--- src/rtl/mmul_pkg.sv ---
package mmul_pkg;

  // Control phases of the multiplier sequencer
  typedef enum logic {
    PH_IDLE = 1'b0,
    PH_RUN  = 1'b1
  } mmul_phase_e;

  // Majority of three vectors, the carry output of a full-adder row
  function automatic logic maj3(input logic a, input logic b, input logic c);
    return (a & b) | (a & c) | (b & c);
  endfunction

endpackage

--- src/rtl/mmul_csa_cell.sv ---
// One radix-2 Montgomery step in redundant form with quotient lookahead.
module mmul_csa_cell #(
  parameter int K = 32
) (
  input  logic [K:0]   pc_i,
  input  logic [K:0]   ps_i,
  input  logic [K-1:0] y_i,
  input  logic [K-1:0] m_i,
  input  logic         xb_i,   // current multiplier bit
  input  logic         xn_i,   // next multiplier bit (lookahead)
  input  logic         q_i,    // quotient bit for this step
  output logic [K:0]   pc_o,
  output logic [K:0]   ps_o,
  output logic         q_o     // quotient bit for the following step
);
  import mmul_pkg::*;

  localparam int W = K + 1;

  logic [W-1:0] add_y;
  logic [W-1:0] add_m;
  logic [W-1:0] row1_s;
  logic [W-1:0] row1_c;
  logic [W:0]   r2_a;
  logic [W:0]   r2_b;
  logic [W:0]   r2_c;
  logic [W-1:0] row2_s_hi;
  logic [W-1:0] row2_c;
  logic [1:0]   low_sum;
  logic [1:0]   y_lo;
  logic [1:0]   m_lo;

  assign add_y = xb_i ? {1'b0, y_i} : '0;
  assign add_m = q_i  ? {1'b0, m_i} : '0;

  // First full-adder row: pc + ps + x*Y
  always_comb begin
    for (int b = 0; b < W; b++) begin
      row1_s[b] = pc_i[b] ^ ps_i[b] ^ add_y[b];
      row1_c[b] = maj3(pc_i[b], ps_i[b], add_y[b]);
    end
  end

  // Second row folds in q*M; carry of row one is weighted by two
  assign r2_a = {1'b0, row1_s};
  assign r2_b = {row1_c, 1'b0};
  assign r2_c = {1'b0, add_m};

  // The total is even, so the sum LSB is zero and is dropped by the shift.
  always_comb begin
    for (int b = 1; b <= W; b++) begin
      row2_s_hi[b-1] = r2_a[b] ^ r2_b[b] ^ r2_c[b];
    end
    for (int b = 0; b < W; b++) begin
      // carry weight 2^(b+1) becomes weight 2^b after the halving
      row2_c[b] = maj3(r2_a[b], r2_b[b], r2_c[b]);
    end
  end

  assign ps_o = row2_s_hi;
  assign pc_o = row2_c;

  // Lookahead: bit 1 of the low two bits of the pre-shift total is the
  // new LSB; combine it with x_{i+1}*y_0. The modulus LSB is taken as one.
  assign y_lo = xb_i ? y_i[1:0] : 2'b00;
  assign m_lo = q_i  ? {m_i[1], 1'b1} : 2'b00;
  assign low_sum = pc_i[1:0] + ps_i[1:0] + y_lo + m_lo;
  assign q_o = low_sum[1] ^ (xn_i & y_i[0]);

endmodule

--- src/rtl/mmul_cell_chain.sv ---
// D cascaded cells: one clock retires D multiplier bits.
module mmul_cell_chain #(
  parameter int K = 32,
  parameter int D = 4
) (
  input  logic [K:0]   pc_i,
  input  logic [K:0]   ps_i,
  input  logic [K-1:0] y_i,
  input  logic [K-1:0] m_i,
  input  logic [D:0]   xwin_i,
  input  logic         q_i,
  output logic [K:0]   pc_o,
  output logic [K:0]   ps_o,
  output logic         q_o
);

  logic [K:0] pc_tap [D+1];
  logic [K:0] ps_tap [D+1];
  logic       q_tap  [D+1];

  assign pc_tap[0] = pc_i;
  assign ps_tap[0] = ps_i;
  assign q_tap[0]  = q_i;

  for (genvar j = 0; j < D; j++) begin : g_cell
    mmul_csa_cell #(.K(K)) u_cell (
      .pc_i (pc_tap[j]),
      .ps_i (ps_tap[j]),
      .y_i  (y_i),
      .m_i  (m_i),
      .xb_i (xwin_i[j]),
      .xn_i (xwin_i[j+1]),
      .q_i  (q_tap[j]),
      .pc_o (pc_tap[j+1]),
      .ps_o (ps_tap[j+1]),
      .q_o  (q_tap[j+1])
    );
  end

  assign pc_o = pc_tap[D];
  assign ps_o = ps_tap[D];
  assign q_o  = q_tap[D];

endmodule

--- src/rtl/mmul_xwindow.sv ---
// Multiplier shift register: presents D+1 bits (D used, one lookahead).
module mmul_xwindow #(
  parameter int K = 32,
  parameter int D = 4
) (
  input  logic         clk,
  input  logic         rst,
  input  logic         load_i,
  input  logic         shift_i,
  input  logic [K-1:0] x_i,
  output logic [D:0]   win_o
);

  // One extra zero above bit K-1 so the last lookahead bit reads zero
  logic [K:0] xs_q;

  always_ff @(posedge clk) begin
    if (rst) begin
      xs_q <= '0;
    end else if (load_i) begin
      xs_q <= {1'b0, x_i};
    end else if (shift_i) begin
      xs_q <= {{D{1'b0}}, xs_q[K:D]};
    end
  end

  assign win_o = xs_q[D:0];

endmodule

--- src/rtl/mmul_seq.sv ---
// Sequencer: accepts a start when idle, counts K/D steps, pulses done.
module mmul_seq #(
  parameter int STEPS = 8
) (
  input  logic clk,
  input  logic rst,
  input  logic start_i,
  output logic load_o,
  output logic step_o,
  output logic busy_o,
  output logic done_o
);
  import mmul_pkg::*;

  localparam int CW = $clog2(STEPS + 1);
  localparam logic [CW-1:0] LAST = CW'(STEPS - 1);

  mmul_phase_e  phase_q;
  logic [CW-1:0] cnt_q;
  logic          done_q;

  always_ff @(posedge clk) begin
    if (rst) begin
      phase_q <= PH_IDLE;
      cnt_q   <= '0;
      done_q  <= 1'b0;
    end else begin
      done_q <= 1'b0;
      case (phase_q)
        PH_RUN: begin
          cnt_q <= cnt_q + 1'b1;
          if (cnt_q == LAST) begin
            phase_q <= PH_IDLE;
            done_q  <= 1'b1;
          end
        end
        default: begin
          if (start_i) begin
            phase_q <= PH_RUN;
            cnt_q   <= '0;
          end
        end
      endcase
    end
  end

  assign busy_o = (phase_q == PH_RUN);
  assign done_o = done_q;
  assign load_o = start_i && (phase_q == PH_IDLE);
  assign step_o = (phase_q == PH_RUN);

endmodule

--- src/rtl/mmul_digit_serial.sv ---
// Digit-serial carry-save Montgomery multiplier, Z = X*Y*2^-K mod M.
module mmul_digit_serial #(
  parameter int K = 32,
  parameter int D = 4
) (
  input  logic         clk,
  input  logic         rst,
  input  logic         start,
  input  logic [K-1:0] x_i,
  input  logic [K-1:0] y_i,
  input  logic [K-1:0] m_i,
  output logic         busy_o,
  output logic         done_o,
  output logic [K:0]   pc_o,
  output logic [K:0]   ps_o
);

  localparam int STEPS = K / D;

  initial begin
    if ((K % D) != 0 || D < 1 || K <= D) begin
      $error("mmul_digit_serial: K must be a multiple of D and larger than D");
    end
  end

  logic         load;
  logic         step;
  logic [D:0]   xwin;
  logic [K-1:0] y_r;
  logic [K-1:0] m_r;
  logic [K:0]   pc_r;
  logic [K:0]   ps_r;
  logic         q_r;
  logic [K:0]   pc_nx;
  logic [K:0]   ps_nx;
  logic         q_nx;

  mmul_seq #(.STEPS(STEPS)) u_seq (
    .clk     (clk),
    .rst     (rst),
    .start_i (start),
    .load_o  (load),
    .step_o  (step),
    .busy_o  (busy_o),
    .done_o  (done_o)
  );

  mmul_xwindow #(.K(K), .D(D)) u_xwin (
    .clk     (clk),
    .rst     (rst),
    .load_i  (load),
    .shift_i (step),
    .x_i     (x_i),
    .win_o   (xwin)
  );

  mmul_cell_chain #(.K(K), .D(D)) u_chain (
    .pc_i   (pc_r),
    .ps_i   (ps_r),
    .y_i    (y_r),
    .m_i    (m_r),
    .xwin_i (xwin),
    .q_i    (q_r),
    .pc_o   (pc_nx),
    .ps_o   (ps_nx),
    .q_o    (q_nx)
  );

  // Operand capture
  always_ff @(posedge clk) begin
    if (rst) begin
      y_r <= '0;
      m_r <= '0;
    end else if (load) begin
      y_r <= y_i;
      m_r <= m_i;
    end
  end

  // Redundant accumulator and quotient register
  always_ff @(posedge clk) begin
    if (rst) begin
      pc_r <= '0;
      ps_r <= '0;
      q_r  <= 1'b0;
    end else if (load) begin
      pc_r <= '0;
      ps_r <= '0;
      q_r  <= x_i[0] & y_i[0];
    end else if (step) begin
      pc_r <= pc_nx;
      ps_r <= ps_nx;
      q_r  <= q_nx;
    end
  end

  assign pc_o = pc_r;
  assign ps_o = ps_r;

endmodule

--- config.mk ---
export PLATFORM = sky130hd
export DESIGN_NAME = mmul_digit_serial
export DESIGN_NICKNAME = d
export VERILOG_FILES = /design/src/rtl/mmul_pkg.sv /design/src/rtl/mmul_csa_cell.sv /design/src/rtl/mmul_cell_chain.sv /design/src/rtl/mmul_xwindow.sv /design/src/rtl/mmul_seq.sv /design/src/rtl/mmul_digit_serial.sv
export SDC_FILE = /design/constraint.sdc
export NUM_CORES = 1
export LEC_CHECK = 0
export BUFFER_PORTS_ARGS = -buffer_cell sky130_fd_sc_hd__buf_2
export CORE_ASPECT_RATIO = 1.25
export CORE_MARGIN = 3
export CORE_UTILIZATION = 45
export DETAILED_ROUTE_END_ITERATION = 16
export PLACE_DENSITY = 0.7
export SYNTH_ARGS = -nofsm -noshare
export SYNTH_HDL_FRONTEND = slang
export SYNTH_SLANG_ARGS = --single-unit
--- constraint.sdc ---
create_clock -name clk -period 8.7 [get_ports clk]
set_clock_uncertainty 0.2 [all_clocks]
set_input_delay 0.87 -clock clk [delete_from_list [all_inputs] [get_ports clk]]
set_output_delay 0.87 -clock clk [all_outputs]
set_load 0.01 [all_outputs]
==> results of run 1 <==
## sequential cells by signal, indices dropped and copies added, names as in the netlist
register and count:
u_seq.done_o 1, m_r 32, pc_o 33, u_seq.busy_o 1, u_seq.cnt_q 4, u_xwin.xs_q 32
y_r 32, q_r 1, ps_o 33
## cells in the final DEF, fill, tap and decap left out, types with 4 or more instances in the layout
cell type	instances
sky130_fd_sc_hd__dfxtp_1	168
sky130_fd_sc_hd__xor2_1	6
sky130_fd_sc_hd__ha_1	9
sky130_fd_sc_hd__nor4_1	6
sky130_fd_sc_hd__inv_1	102
sky130_fd_sc_hd__buf_2	165
sky130_fd_sc_hd__clkbuf_16	17
sky130_fd_sc_hd__inv_8	7
sky130_fd_sc_hd__mux2i_1	38
sky130_fd_sc_hd__nor2_1	138
sky130_fd_sc_hd__xnor2_1	10
sky130_fd_sc_hd__a21oi_1	100
sky130_fd_sc_hd__nand2_1	204
sky130_fd_sc_hd__nor3_1	10
sky130_fd_sc_hd__nand3_1	9
sky130_fd_sc_hd__a211oi_1	62
sky130_fd_sc_hd__buf_4	15
sky130_fd_sc_hd__and2_1	152
sky130_fd_sc_hd__fa_1	255
sky130_fd_sc_hd__nor2b_1	31
sky130_fd_sc_hd__nand4_1	4
## power by group
group	internal [mW]	leakage (nW)	total (mW)	switching [mW]
logic	0.297	5.05	0.765	0.468
clock network	0.414	0.299	0.799	0.385
registers	0.821	1.38	0.876	0.0549
## layout make-up
type | instances | area (um2) | share of cell area
Clock buffer | 17 | 425.4 | 0.02718
Clock inverter | 15 | 175.2 | 0.01119
Sequential cell | 169 | 3387 | 0.2164
Inverter | 104 | 390.4 | 0.02494
Tap cell | 401 | 501.7 | 0.03206
Multi-Input combinational cell | 1086 | 9832 | 0.6282
Timing Repair Buffer | 180 | 938.4 | 0.05996
## worst register-to-register path, stage by stage (launching register included)
cell                        delay [ns]
sky130_fd_sc_hd__dfxtp_1          0.35
sky130_fd_sc_hd__and2_1           0.16
sky130_fd_sc_hd__fa_1             0.59
sky130_fd_sc_hd__inv_1            0.09
sky130_fd_sc_hd__fa_1             0.75
sky130_fd_sc_hd__and3b_1          0.22
sky130_fd_sc_hd__mux2_4           0.27
sky130_fd_sc_hd__a2111oi_4        0.36
sky130_fd_sc_hd__a41o_1           0.25
sky130_fd_sc_hd__nand2_1          0.12
sky130_fd_sc_hd__xnor3_1          0.55
sky130_fd_sc_hd__and2_1           0.26
sky130_fd_sc_hd__fa_1             0.54
sky130_fd_sc_hd__xnor2_1          0.15
sky130_fd_sc_hd__xnor2_1          0.15
sky130_fd_sc_hd__xnor2_1          0.18
sky130_fd_sc_hd__inv_1            0.10
sky130_fd_sc_hd__nor3_1           0.25
sky130_fd_sc_hd__a21bo_2          0.26
sky130_fd_sc_hd__nand4_1          0.12
sky130_fd_sc_hd__nor3_1           0.09
sky130_fd_sc_hd__o31a_1           0.33
sky130_fd_sc_hd__o311ai_2         0.06
## how the worst max path moves through the flow
stage | end | cells after the start | startpoint
4_1_cts | q_r | 22 | y_r[1]
3_3_place_gp | q_r | 22 | y_r[1]
2_1_floorplan | q_r | 25 | u_xwin.xs_q[0]
6_report | q_r | 22 | y_r[1]
5_1_grt | q_r | 22 | y_r[1]
3_5_place_dp | q_r | 22 | y_r[1]
## cell families (layout without fill, tap and decap cells)
| kind of cell | Yosys count | count (layout) | synth area share |
|---|---|---|---|
| multiplexers | 39 | 39 | 0.02838 |
| AND/OR/NAND/NOR | 577 | 577 | 0.1996 |
| AO/OA/AOI/OAI | 187 | 187 | 0.08765 |
| adder cells (fa/ha/maj) | 264 | 264 | 0.3745 |
| buffers and inverters | 193 | 316 | 0.05262 |
| XOR/XNOR | 19 | 19 | 0.01446 |
| flip-flops | 169 | 169 | 0.2428 |
## routing by layer
metal	GRT usage	routed length, um	up-vias
met5	0	0	-
met4	0.06588	817	0
met3	0.03837	1773	51
met2	0.3827	17880	267
met1	0.2807	14020	5106
li1	-	-	4814
## metrics by stage
step / instance area [um2] / instances / total power, mW / hold WS, ns / setup slack [ns]
2_1_floorplan: 13930 / 1448 / 1.443 / 0.2569 / 2.554
3_3_place_gp: 15050 / 1940 / 1.646 / 0.2700 / 2.456
3_5_place_dp: 15050 / 1940 / 1.663 / 0.2749 / 2.287
4_1_cts: 15650 / 1972 / 2.477 / 0.2921 / 2.265
5_1_grt: 15650 / 1972 / 2.611 / 0.3064 / 1.844
6_report: 15650 / 1972 / 2.440 / 0.2940 / 2.213
==> impl_results.rst, run 1 <==
.. list-table::
   :header-rows: 1

   * - Metric
     - Value
   * - Status
     - completed
   * - Clock transition at the register clock pins on the worst setup and hold paths after CTS
     - ~0.07 ns
   * - Crit Path Max Fanout
     - 12
   * - Total number of nets in the final design
     - between 1,500 and 2,000
   * - Die Footprint
     - 0.03312 mm2
   * - Number of cells on the worst hold path
     - 2
   * - Synth Register Bits
     - between 150 and 200
   * - Clock tree from TritonCTS
     - done
   * - Crit path largest cell delay
     - roughly 0.75 ns
   * - CTS root buffer
     - sky130_fd_sc_hd__clkbuf_16
   * - DRC errors left
     - 0
   * - Worst min-delay path startpoint
     - u_xwin.xs_q[12]
   * - Setup-failing EPs final
     - 0
   * - I/O Buffers
     - ~170
   * - Minimum clock period after layout
     - roughly 6.5 ns
   * - Share of layout cells above drive strength 1
     - 0.1470
   * - Final total negative setup slack
     - 0 ns
   * - Final Wtd Congestion
     - 0.8831
   * - Power per Cell Area
     - ~160 mW/mm2
   * - Post-CTS repair timing setup buffer count
     - 0
   * - Count of cells resized by post-cts repair
     - 0
   * - Synth-to-Final Area Change
     - 12.32%
   * - Leading register cell type out of synthesis
     - sky130_fd_sc_hd__dfxtp_1
   * - Cell taking the most area after synthesis
     - sky130_fd_sc_hd__fa_1
   * - Boundary Pins
     - around 170
   * - Cell type of the slowest stage on the worst timing path
     - sky130_fd_sc_hd__fa_1
   * - Category of the critical setup timing path
     - reg2reg
   * - Endpoint kind of the worst setup timing path
     - register
   * - Type of origin of the critical path
     - register
   * - Drt total wl
     - 34.49 mm
   * - Detailed Route Iter0 Violations
     - 450
   * - Via count of the first global-routing pass
     - 10,827
   * - Number of distinct library cells after synthesis
     - 54
   * - Worst Hold Endpoint
     - u_xwin.xs_q[8]
   * - Starting utilization of the core area
     - 0.4600
   * - Die H
     - slightly above 200 um
   * - Post-synthesis net count
     - between 1,500 and 2,000
   * - Arrival time at the worst endpoint
     - 6.65 ns
   * - Worst hold path class
     - reg2reg
   * - GR Util All Layers
     - 0.2200
   * - Antenna violations before repair
     - 0
   * - Number of slew-limit violations in the final report
     - 0
   * - Detailed placement HPWL
     - 24.56 mm
   * - Utilization after layout
     - 0.5166
   * - Std cell rows
     - between 70 and 80
   * - Setup repair after global routing missed its margin
     - no
   * - Buffer depth of the longest clock path
     - 2
   * - Global-route congestion overflow total
     - 0
   * - Count of fill cells added during filler insertion
     - 2,800
   * - Cell types with the highest counts after synthesis
     - sky130_fd_sc_hd__fa_1, sky130_fd_sc_hd__nand2_1, sky130_fd_sc_hd__dfxtp_1
   * - Reg2Reg Setup Slack
     - approximately 2.2 ns
   * - Dominant cell by count in the synthesized netlist
     - sky130_fd_sc_hd__fa_1
   * - Area of the core
     - between 0.03 and 0.04 mm2
   * - Worst-case headroom to the max-slew limit
     - 0.3161
   * - Final hold violations
     - 0
   * - Avg WL per Cell
     - 17.49 um
   * - Required @ worst endpoint
     - roughly 8.9 ns
   * - Number of warnings issued by yosys
     - 0
   * - Max_cap viols
     - 0
   * - Gate count after technology mapping
     - between 1,000 and 1,500
   * - Clock insertion delay at the later pin of the skew report
     - ~0.45 ns
   * - Post-route antenna net violation count
     - 0
   * - DR vias
     - between 10,000 and 15,000
   * - CP cell instances
     - and2_1 > fa_1 > inv_1 > fa_1 > and3b_1 > mux2_4 > a2111oi_4 > a41o_1 > nand2_1 > xnor3_1 > and2_1 > fa_1 > xnor2_1 > xnor2_1 > xnor2_1 > inv_1 > nor3_1 > a21bo_2 > nand4_1 > nor3_1 > o31a_1 > o311ai_2
   * - Maximum number of pins on one net before global-route repair
     - a little over 90
   * - Number of iterations in the first detailed-routing pass
     - 6
   * - Die extent in x
     - roughly 160 um
   * - # H-tree levels
     - 4
   * - Post-synthesis sequential area ratio
     - 0.2428
   * - Count of flip-flops with a built-in enable after synthesis
     - 0
   * - Post-synthesis area per instance
     - about 9.6 um2
   * - Largest delay contributor family on the critical path
     - adder cells
   * - Depth of the most critical reg-to-reg path
     - 22
   * - Cts bufs inserted
     - 17
   * - Max Clock Freq
     - roughly 150 MHz
   * - Async S/R FF share, synth
     - 0
   * - Number of buffer and inverter instances along the worst setup path
     - 2
   * - Via density
     - 5.192
   * - Actual slew at the worst max-slew pin
     - roughly 1 ns
   * - Cts hold-fix bufs
     - 0
   * - Cell area after synthesis
     - approximately 0.014 mm2
   * - First-pass GRT wire length
     - between 50 and 60 mm
   * - Clock sink total
     - around 170
   * - Area fraction of the dominant cell type after synthesis
     - 0.3664
   * - Reg-to-reg critical path endpoint
     - q_r
   * - Worst vdd ir
     - ~0.11 mV
   * - Antenna fix cells
     - 0
   * - Period utilisation layout
     - 0.7457
   * - Leading post-synthesis cells by cell area
     - sky130_fd_sc_hd__fa_1, sky130_fd_sc_hd__dfxtp_1, sky130_fd_sc_hd__and2_1, sky130_fd_sc_hd__nand2_1, sky130_fd_sc_hd__nor2_1
   * - Crit Reg-Reg Startpoint
     - y_r[1]
   * - Cell leakage power
     - ~6.7 nW
No activity file was read; power rests on OpenSTA's default activity.
==> run 2, diff against run 1 <==
--- a/config.mk
+++ b/config.mk
@@ -5,12 +5,13 @@
 export SDC_FILE = /design/constraint.sdc
 export NUM_CORES = 1
 export LEC_CHECK = 0
+export ABC_AREA = 1
 export BUFFER_PORTS_ARGS = -buffer_cell sky130_fd_sc_hd__buf_2
 export CORE_ASPECT_RATIO = 1.25
 export CORE_MARGIN = 3
 export CORE_UTILIZATION = 45
 export DETAILED_ROUTE_END_ITERATION = 16
-export PLACE_DENSITY = 0.7
+export PLACE_DENSITY = 0.73
 export SYNTH_ARGS = -nofsm -noshare
 export SYNTH_HDL_FRONTEND = slang
 export SYNTH_SLANG_ARGS = --single-unit
==> constraint.sdc (replaced) <==
create_clock -name clk -period 5.4 [get_ports clk]
set_clock_uncertainty 0.2 [all_clocks]
set_input_delay 0.54 -clock clk [delete_from_list [all_inputs] [get_ports clk]]
set_output_delay 0.54 -clock clk [all_outputs]
set_load 0.01 [all_outputs]
==> run 2 against run 1 <==
Against the previous run: the run now ends with setup timing left; utilization is 4.6 points higher; count of clock-buffer cells in the layout did not move; die area about the same; synthesized cell count increased by 16%; critical path depth did not move; design area increased by 8.9%; routed wire length up 16%; clock power grew 58%; cell count rose by 16%; worst setup slack lost 2.3 ns; worst hold slack worse by 0.18 ns; sequential power rose by 61%; critical endpoint is now ps_o[20].
==> impl_results.rst, run 2 <==
.. list-table::
   :header-rows: 1

   * - Metric
     - Value
   * - Post-synthesis area per instance
     - 8.302 um2
   * - Setup repair after global routing missed its margin
     - yes
   * - Max_cap viols
     - 0
   * - GR Util All Layers
     - 0.2427
   * - Synth Register Bits
     - 169
   * - Crit Path Max Fanout
     - 6
   * - Post-synthesis sequential area ratio
     - 0.2427
   * - Avg WL per Cell
     - roughly 18 um
   * - Area fraction of the dominant cell type after synthesis
     - 0.3662
   * - Number of iterations in the first detailed-routing pass
     - 5
   * - Async S/R FF share, synth
     - 0
   * - Via count of the first global-routing pass
     - ~12,000
   * - Violated checks
     - setup timing
   * - Type of origin of the critical path
     - register
   * - I/O Buffers
     - around 170
   * - Clock tree from TritonCTS
     - done
   * - Minimum clock period after layout
     - between 5 and 6 ns
   * - Clock sink total
     - about 170
   * - DR vias
     - 11,803
   * - Cts bufs inserted
     - 17
   * - Synth-to-Final Area Change
     - 22.24%
   * - Area of the core
     - ~0.030 mm2
   * - Number of slew-limit violations in the final report
     - 0
   * - Gate count after technology mapping
     - 1,679
   * - Cell leakage power
     - between 8 and 9 nW
   * - Placement Cell Area
     - 0.01554 mm2
   * - Period utilisation layout
     - 1.014
   * - Number of distinct library cells after synthesis
     - 33
   * - Final hold violations
     - 0
   * - Share of layout cells above drive strength 1
     - 0.2880
   * - First-pass GRT wire length
     - 63.08 mm
   * - Commonest non-fill, non-tap cells in the layout
     - sky130_fd_sc_hd__nand2_1, sky130_fd_sc_hd__inv_1, sky130_fd_sc_hd__fa_1
   * - Die extent in x
     - approximately 160 um
   * - Endpoint kind of the worst setup timing path
     - register
   * - Post-synthesis net count
     - 2,042
   * - Worst vdd ir
     - between 0.15 and 0.2 mV
   * - Post-placement setup slack
     - -0.2710 ns
   * - Max Clock Freq
     - roughly 180 MHz
   * - Actual slew at the worst max-slew pin
     - between 1 and 1.5 ns
   * - Die Footprint
     - ~0.033 mm2
   * - Total number of nets in the final design
     - roughly 2,200
   * - Count of flip-flops with a built-in enable after synthesis
     - 0
   * - Clock transition at the register clock pins on the worst setup and hold paths after CTS
     - ~0.080 ns
   * - Leading register cell type out of synthesis
     - sky130_fd_sc_hd__dfxtp_1
   * - Layout Cell Area excl Fill
     - ~0.017 mm2
   * - Buffer depth of the longest clock path
     - 2
   * - Status
     - complete, but fails checks
   * - Detailed Route Iter0 Violations
     - between 800 and 900
   * - Via density
     - 5.168
   * - Setup-failing EPs final
     - 16
   * - Drt total wl
     - 40.00 mm
   * - Leading post-synthesis cells by cell area
     - sky130_fd_sc_hd__fa_1, sky130_fd_sc_hd__dfxtp_1, sky130_fd_sc_hd__nand2_1, sky130_fd_sc_hd__inv_1, sky130_fd_sc_hd__a21oi_1
   * - Maximum number of pins on one net before global-route repair
     - slightly below 80
   * - Category of the critical setup timing path
     - reg2reg
   * - Starting utilization of the core area
     - 0.4602
   * - Antenna violations before repair
     - 2
   * - Global-route congestion overflow total
     - 0
   * - Die H
     - 202.8 um
   * - Detailed placement HPWL
     - 27.93 mm
   * - # H-tree levels
     - 4
   * - DRC errors left
     - 0
   * - Arrival time at the worst endpoint
     - between 5 and 6 ns
   * - Cell types with the highest counts after synthesis
     - sky130_fd_sc_hd__nand2_1, sky130_fd_sc_hd__inv_1, sky130_fd_sc_hd__fa_1
   * - Cell taking the most area after synthesis
     - sky130_fd_sc_hd__fa_1
   * - Most frequent standard cell in the layout excluding fill and tap cells
     - sky130_fd_sc_hd__nand2_1
   * - Dominant cell by count in the synthesized netlist
     - sky130_fd_sc_hd__nand2_1
   * - Power per Cell Area
     - between 200 and 300 mW/mm2
   * - Boundary Pins
     - about 170
   * - Clock insertion delay at the later pin of the skew report
     - around 0.45 ns
   * - Worst-case headroom to the max-slew limit
     - 0.2964
   * - Final Wtd Congestion
     - between 0.9 and 1
   * - Required @ worst endpoint
     - about 5.6 ns
   * - Post-route antenna net violation count
     - 0
   * - Number of warnings issued by yosys
     - 0
   * - CTS root buffer
     - sky130_fd_sc_hd__clkbuf_16
   * - Cell area after synthesis
     - 0.01394 mm2
   * - Std cell rows
     - just over 70
   * - Worst setup slack after layout
     - -0.07565 ns
   * - Worst hold path class
     - in2reg
   * - Final-layout worst hold slack
     - roughly 0.11 ns
[run 2: final cells by class]
class | count | area (um2)
sequential | 169 | 3387
antenna | 1 | 2.502
inverter | 314 | 1194
multi-input combinational | 1111 | 9623
fill | 2580 | 13250
clock inverter | 15 | 156.4
clock buffer | 17 | 425.4
timing repair buffer | 256 | 1750
tap | 401 | 501.7
[run 2: stage by stage]
stage                       util  std cells  power [mW]  TNS (ns)
after floorplan                -       1679       2.538         0
after global placement    0.5129       2224       3.065    -3.312
after detailed placement  0.5129       2224       3.124    -7.762
after CTS                 0.5444       2266       4.473   -0.5422
after global routing      0.5624       2283       4.995    -6.686
final                     0.5625       2284       4.714   -0.4879
[run 2: final timing paths]
| path | start | to | slack (ns) | cells past startpoint |
|---|---|---|---|---|
| worst max-delay path | u_xwin.xs_q[0] | ps_o[20] | -0.08 | 22 |
| worst min-delay path | y_i[13] | y_r[13] | 0.11 | 3 |
| worst max register to register | u_xwin.xs_q[0] | ps_o[20] | -0.08 | 22 |
| worst min register to register | u_xwin.xs_q[30] | u_xwin.xs_q[30] | 0.27 | 2 |
[run 2: timing repair]
item                       in CTS  in global routing
setup endpoints to repair      62                 62
buffers inserted                8                 16
cloned                          2                  4
gates resized for setup        88                136
pin swaps                     145                145
hold buffers                    0                  0
[run 2: critical path, cell delays in order, from the launching register on]
cell and delay [ns]:
sky130_fd_sc_hd__dfxtp_4 0.37, sky130_fd_sc_hd__buf_6 0.14, sky130_fd_sc_hd__buf_6 0.13, sky130_fd_sc_hd__nand2_2 0.06
sky130_fd_sc_hd__inv_2 0.04, sky130_fd_sc_hd__fa_2 0.61, sky130_fd_sc_hd__inv_2 0.08, sky130_fd_sc_hd__nand2_2 0.08
sky130_fd_sc_hd__nand2_4 0.08, sky130_fd_sc_hd__nand3_4 0.09, sky130_fd_sc_hd__nand3_4 0.12, sky130_fd_sc_hd__nand2_8 0.17
sky130_fd_sc_hd__buf_12 0.14, sky130_fd_sc_hd__buf_4 0.11, sky130_fd_sc_hd__nor2_2 0.03, sky130_fd_sc_hd__fa_1 0.52
sky130_fd_sc_hd__fa_2 0.46, sky130_fd_sc_hd__fa_1 0.52, sky130_fd_sc_hd__inv_1 0.06, sky130_fd_sc_hd__fa_1 0.52
sky130_fd_sc_hd__fa_1 0.41, sky130_fd_sc_hd__or2_2 0.32, sky130_fd_sc_hd__a21oi_2 0.15
[run 2: report_power, final]
group / internal, mW / switching (mW)
Clock: 0.621 / 0.636
Combinational: 0.881 / 1.17
Sequential: 1.33 / 0.0822
Total: 2.83 / 1.88
[run 2: kinds of logic after synthesis]
family / synth area share
simple gates: 0.1989
compound gates: 0.07342
fa+ha+maj: 0.3743
buf+inv: 0.1082
flops: 0.2427
xor+xnor: 0.002514
[run 2: routing by layer]
metal  vias to the layer above  global-route usage  wire (um)  share of wire
li1                       5355                   -          -              -
met4                         2              0.1009       1692          0.042
met2                       508              0.4094      19890           0.50
met1                      5815              0.2996      15310           0.38
met5                         -                   0         13        0.00032
met3                       123             0.05592       3096          0.077
==> run 3, diff against run 2 <==
--- a/config.mk
+++ b/config.mk
@@ -11,7 +11,8 @@
 export CORE_MARGIN = 3
 export CORE_UTILIZATION = 45
 export DETAILED_ROUTE_END_ITERATION = 16
-export PLACE_DENSITY = 0.73
+export MAX_ROUTING_LAYER = met4
+export PLACE_DENSITY = 0.7
 export SYNTH_ARGS = -nofsm -noshare
 export SYNTH_HDL_FRONTEND = slang
 export SYNTH_SLANG_ARGS = --single-unit
==> constraint.sdc (replaced) <==
create_clock -name clk -period 5.7 [get_ports clk]
set_clock_uncertainty 0.2 [all_clocks]
set_input_delay 0.57 -clock clk [delete_from_list [all_inputs] [get_ports clk]]
set_output_delay 0.57 -clock clk [all_outputs]
set_load 0.01 [all_outputs]
==> run 3 against run 2 <==
Against the previous run: the flow now finishes without violations; highest routed layer is now met4; first-iteration DRC count is 7.8% lower; design area down 5.8%; maximum frequency shrank 1.7%; sequential share of layout area is 1.2 points higher; sequential power down 5%; register-to-register slack better by 0.21 ns; power shrank 13%; via count is 4.4% lower; critical path type unchanged; combinational power decreased by 24%.
==> impl_results.rst, run 3 (synthesized netlist as in run 2, its figures left out) <==
.. list-table::
   :header-rows: 1

   * - Metric
     - Value
   * - Die Footprint
     - about 0.033 mm2
   * - Arrival time at the worst endpoint
     - about 5.7 ns
   * - Cell type of the slowest stage on the worst timing path
     - sky130_fd_sc_hd__fa_2
   * - Via density
     - around 5.0
   * - # H-tree levels
     - 4
   * - Worst-case headroom to the max-slew limit
     - 0.2589
   * - DR vias
     - between 10,000 and 15,000
   * - CTS root buffer
     - sky130_fd_sc_hd__clkbuf_16
   * - Tot Pwr
     - 4.092 mW
   * - Number of slew-limit violations in the final report
     - 0
   * - Drt total wl
     - ~38 mm
   * - Final total negative setup slack
     - 0 ns
   * - Category of the critical setup timing path
     - reg2reg
   * - Crit path largest cell delay
     - approximately 0.60 ns
   * - Avg WL per Cell
     - 16.81 um
   * - Minimum clock period after layout
     - around 5.6 ns
   * - Final hold violations
     - 0
   * - Endpoint kind of the worst setup timing path
     - register
   * - GR Util All Layers
     - 0.2434
   * - Buffer depth of the longest clock path
     - 2
   * - Number of buffer and inverter instances along the worst setup path
     - 3
   * - Clock transition at the register clock pins on the worst setup and hold paths after CTS
     - around 0.080 ns
   * - Starting utilization of the core area
     - 0.4602
   * - Most frequent CP cell
     - sky130_fd_sc_hd__fa_1
   * - Final Wtd Congestion
     - between 0.9 and 1
   * - Most frequent standard cell in the layout excluding fill and tap cells
     - sky130_fd_sc_hd__nand2_1
   * - Die extent in x
     - 163.4 um
   * - Cts bufs inserted
     - 17
   * - Std cell rows
     - 71
   * - Commonest non-fill, non-tap cells in the layout
     - sky130_fd_sc_hd__nand2_1, sky130_fd_sc_hd__inv_1, sky130_fd_sc_hd__fa_1
   * - Via count of the first global-routing pass
     - about 12,000
   * - Crit Path Max Fanout
     - 11
   * - Maximum number of pins on one net before global-route repair
     - 83
   * - Actual slew at the worst max-slew pin
     - around 1.1 ns
   * - Global-route congestion overflow total
     - 0
   * - Type of origin of the critical path
     - register
   * - Worst hold path class
     - in2reg
   * - I/O Buffers
     - roughly 170
   * - DRC errors left
     - 0
   * - Share of layout cells above drive strength 1
     - 0.1937
   * - Setup repair after global routing missed its margin
     - yes
   * - Worst vdd ir
     - 0.1610 mV
   * - Detailed placement HPWL
     - around 28 mm
   * - First-pass GRT wire length
     - between 60 and 70 mm
   * - Post-route antenna net violation count
     - 0
   * - Antenna violations before repair
     - 5
   * - Power per Cell Area
     - about 250 mW/mm2
   * - Number of iterations in the first detailed-routing pass
     - 5
   * - Cts hold-fix bufs
     - 0
   * - Max Clock Freq
     - between 150 and 200 MHz
   * - Utilization after layout
     - 0.5300
   * - Setup-failing EPs final
     - 0
   * - Clock tree from TritonCTS
     - done
   * - Period utilisation layout
     - 0.9772
   * - Detailed Route Iter0 Violations
     - 743
   * - Die H
     - around 200 um
   * - Cell leakage power
     - roughly 8.1 nW
   * - Boundary Pins
     - ~170
   * - Max_cap viols
     - 0
   * - Total number of nets in the final design
     - about 2,200
   * - Synth-to-Final Area Change
     - 15.19%
   * - CP cell instances
     - clkbuf_16 > nand2_1 > inv_1 > fa_1 > fa_1 > fa_1 > fa_2 > fa_1 > fa_1 > inv_1 > fa_1 > fa_1 > or2_2 > a21oi_1
   * - Area of the core
     - around 0.030 mm2
   * - Clock insertion delay at the later pin of the skew report
     - 0.45 ns
   * - Status
     - completed
   * - Clock sink total
     - 169
   * - Required @ worst endpoint
     - between 5 and 6 ns
   * - Largest delay contributor family on the critical path
     - adder cells
run 3: repair_timing:
| item | in CTS | in global routing |
|---|---|---|
| buffers inserted | 0 | 1 |
| endpoints found under the setup margin | 1 | 37 |
| resized for setup | 1 | 27 |
| gates cloned | 0 | 2 |
| pin swaps | 0 | 47 |
| endpoints found under the hold margin | 0 | 0 |
run 3: power breakdown:
part | switching [mW] | internal (mW) | leakage, nW
clock network | 0.607 | 0.595 | 0.294
registers | 0.0841 | 1.26 | 1.38
logic | 0.962 | 0.586 | 6.45
run 3: path summary, 6_finish.rpt:
path	from	end	depth (start not counted)	slack, ns
setup / recovery	u_xwin.xs_q[0]	ps_o[23]	14	0.13
hold / removal	y_i[7]	y_r[7]	3	0.15
hold reg to reg	u_xwin.xs_q[29]	u_xwin.xs_q[29]	2	0.27
setup reg to reg	u_xwin.xs_q[0]	ps_o[23]	14	0.13
run 3: through the flow:
stage          instance area (um2)  setup WS [ns]  hold slack, ns  cells
6_report                     16060         0.1298          0.1459   2239
5_1_grt                      16060       -0.01909          0.1398   2239
4_1_cts                      15900        0.05560          0.1290   2231
3_5_place_dp                 15300        0.04295          0.2573   2199
3_3_place_gp                 15300         0.1008          0.2543   2199
2_1_floorplan                13940         0.1307          0.2454   1679
run 3: area by class of cell:
class	count	area (um2)
Multi-Input combinational cell	1111	9135
Tap cell	401	501.7
Clock inverter	15	173.9
Fill cell	2757	14240
Clock buffer	17	425.4
Sequential cell	169	3387
Antenna cell	5	12.51
Timing Repair Buffer	207	1240
Inverter	314	1181
run 3: per-layer routing:
metal  vias up  share of wire  wire (um)  GRT usage
met5         -              0          0          -
met4         0          0.027       1027    0.08190
met3        84          0.075       2818    0.05735
met2       406           0.49      18570     0.3963
met1      5530           0.40      15230     0.2997
li1       5260              -          -          -
run 3: worst register-to-register path, stage by stage (launching register included):
cell	delay (ns)
sky130_fd_sc_hd__dfxtp_4	0.43
sky130_fd_sc_hd__clkbuf_16	0.20
sky130_fd_sc_hd__nand2_1	0.07
sky130_fd_sc_hd__inv_1	0.08
sky130_fd_sc_hd__fa_1	0.45
sky130_fd_sc_hd__fa_1	0.58
sky130_fd_sc_hd__fa_1	0.46
sky130_fd_sc_hd__fa_2	0.60
sky130_fd_sc_hd__fa_1	0.45
sky130_fd_sc_hd__fa_1	0.55
sky130_fd_sc_hd__inv_1	0.05
sky130_fd_sc_hd__fa_1	0.48
sky130_fd_sc_hd__fa_1	0.47
sky130_fd_sc_hd__or2_2	0.30
sky130_fd_sc_hd__a21oi_1	0.14
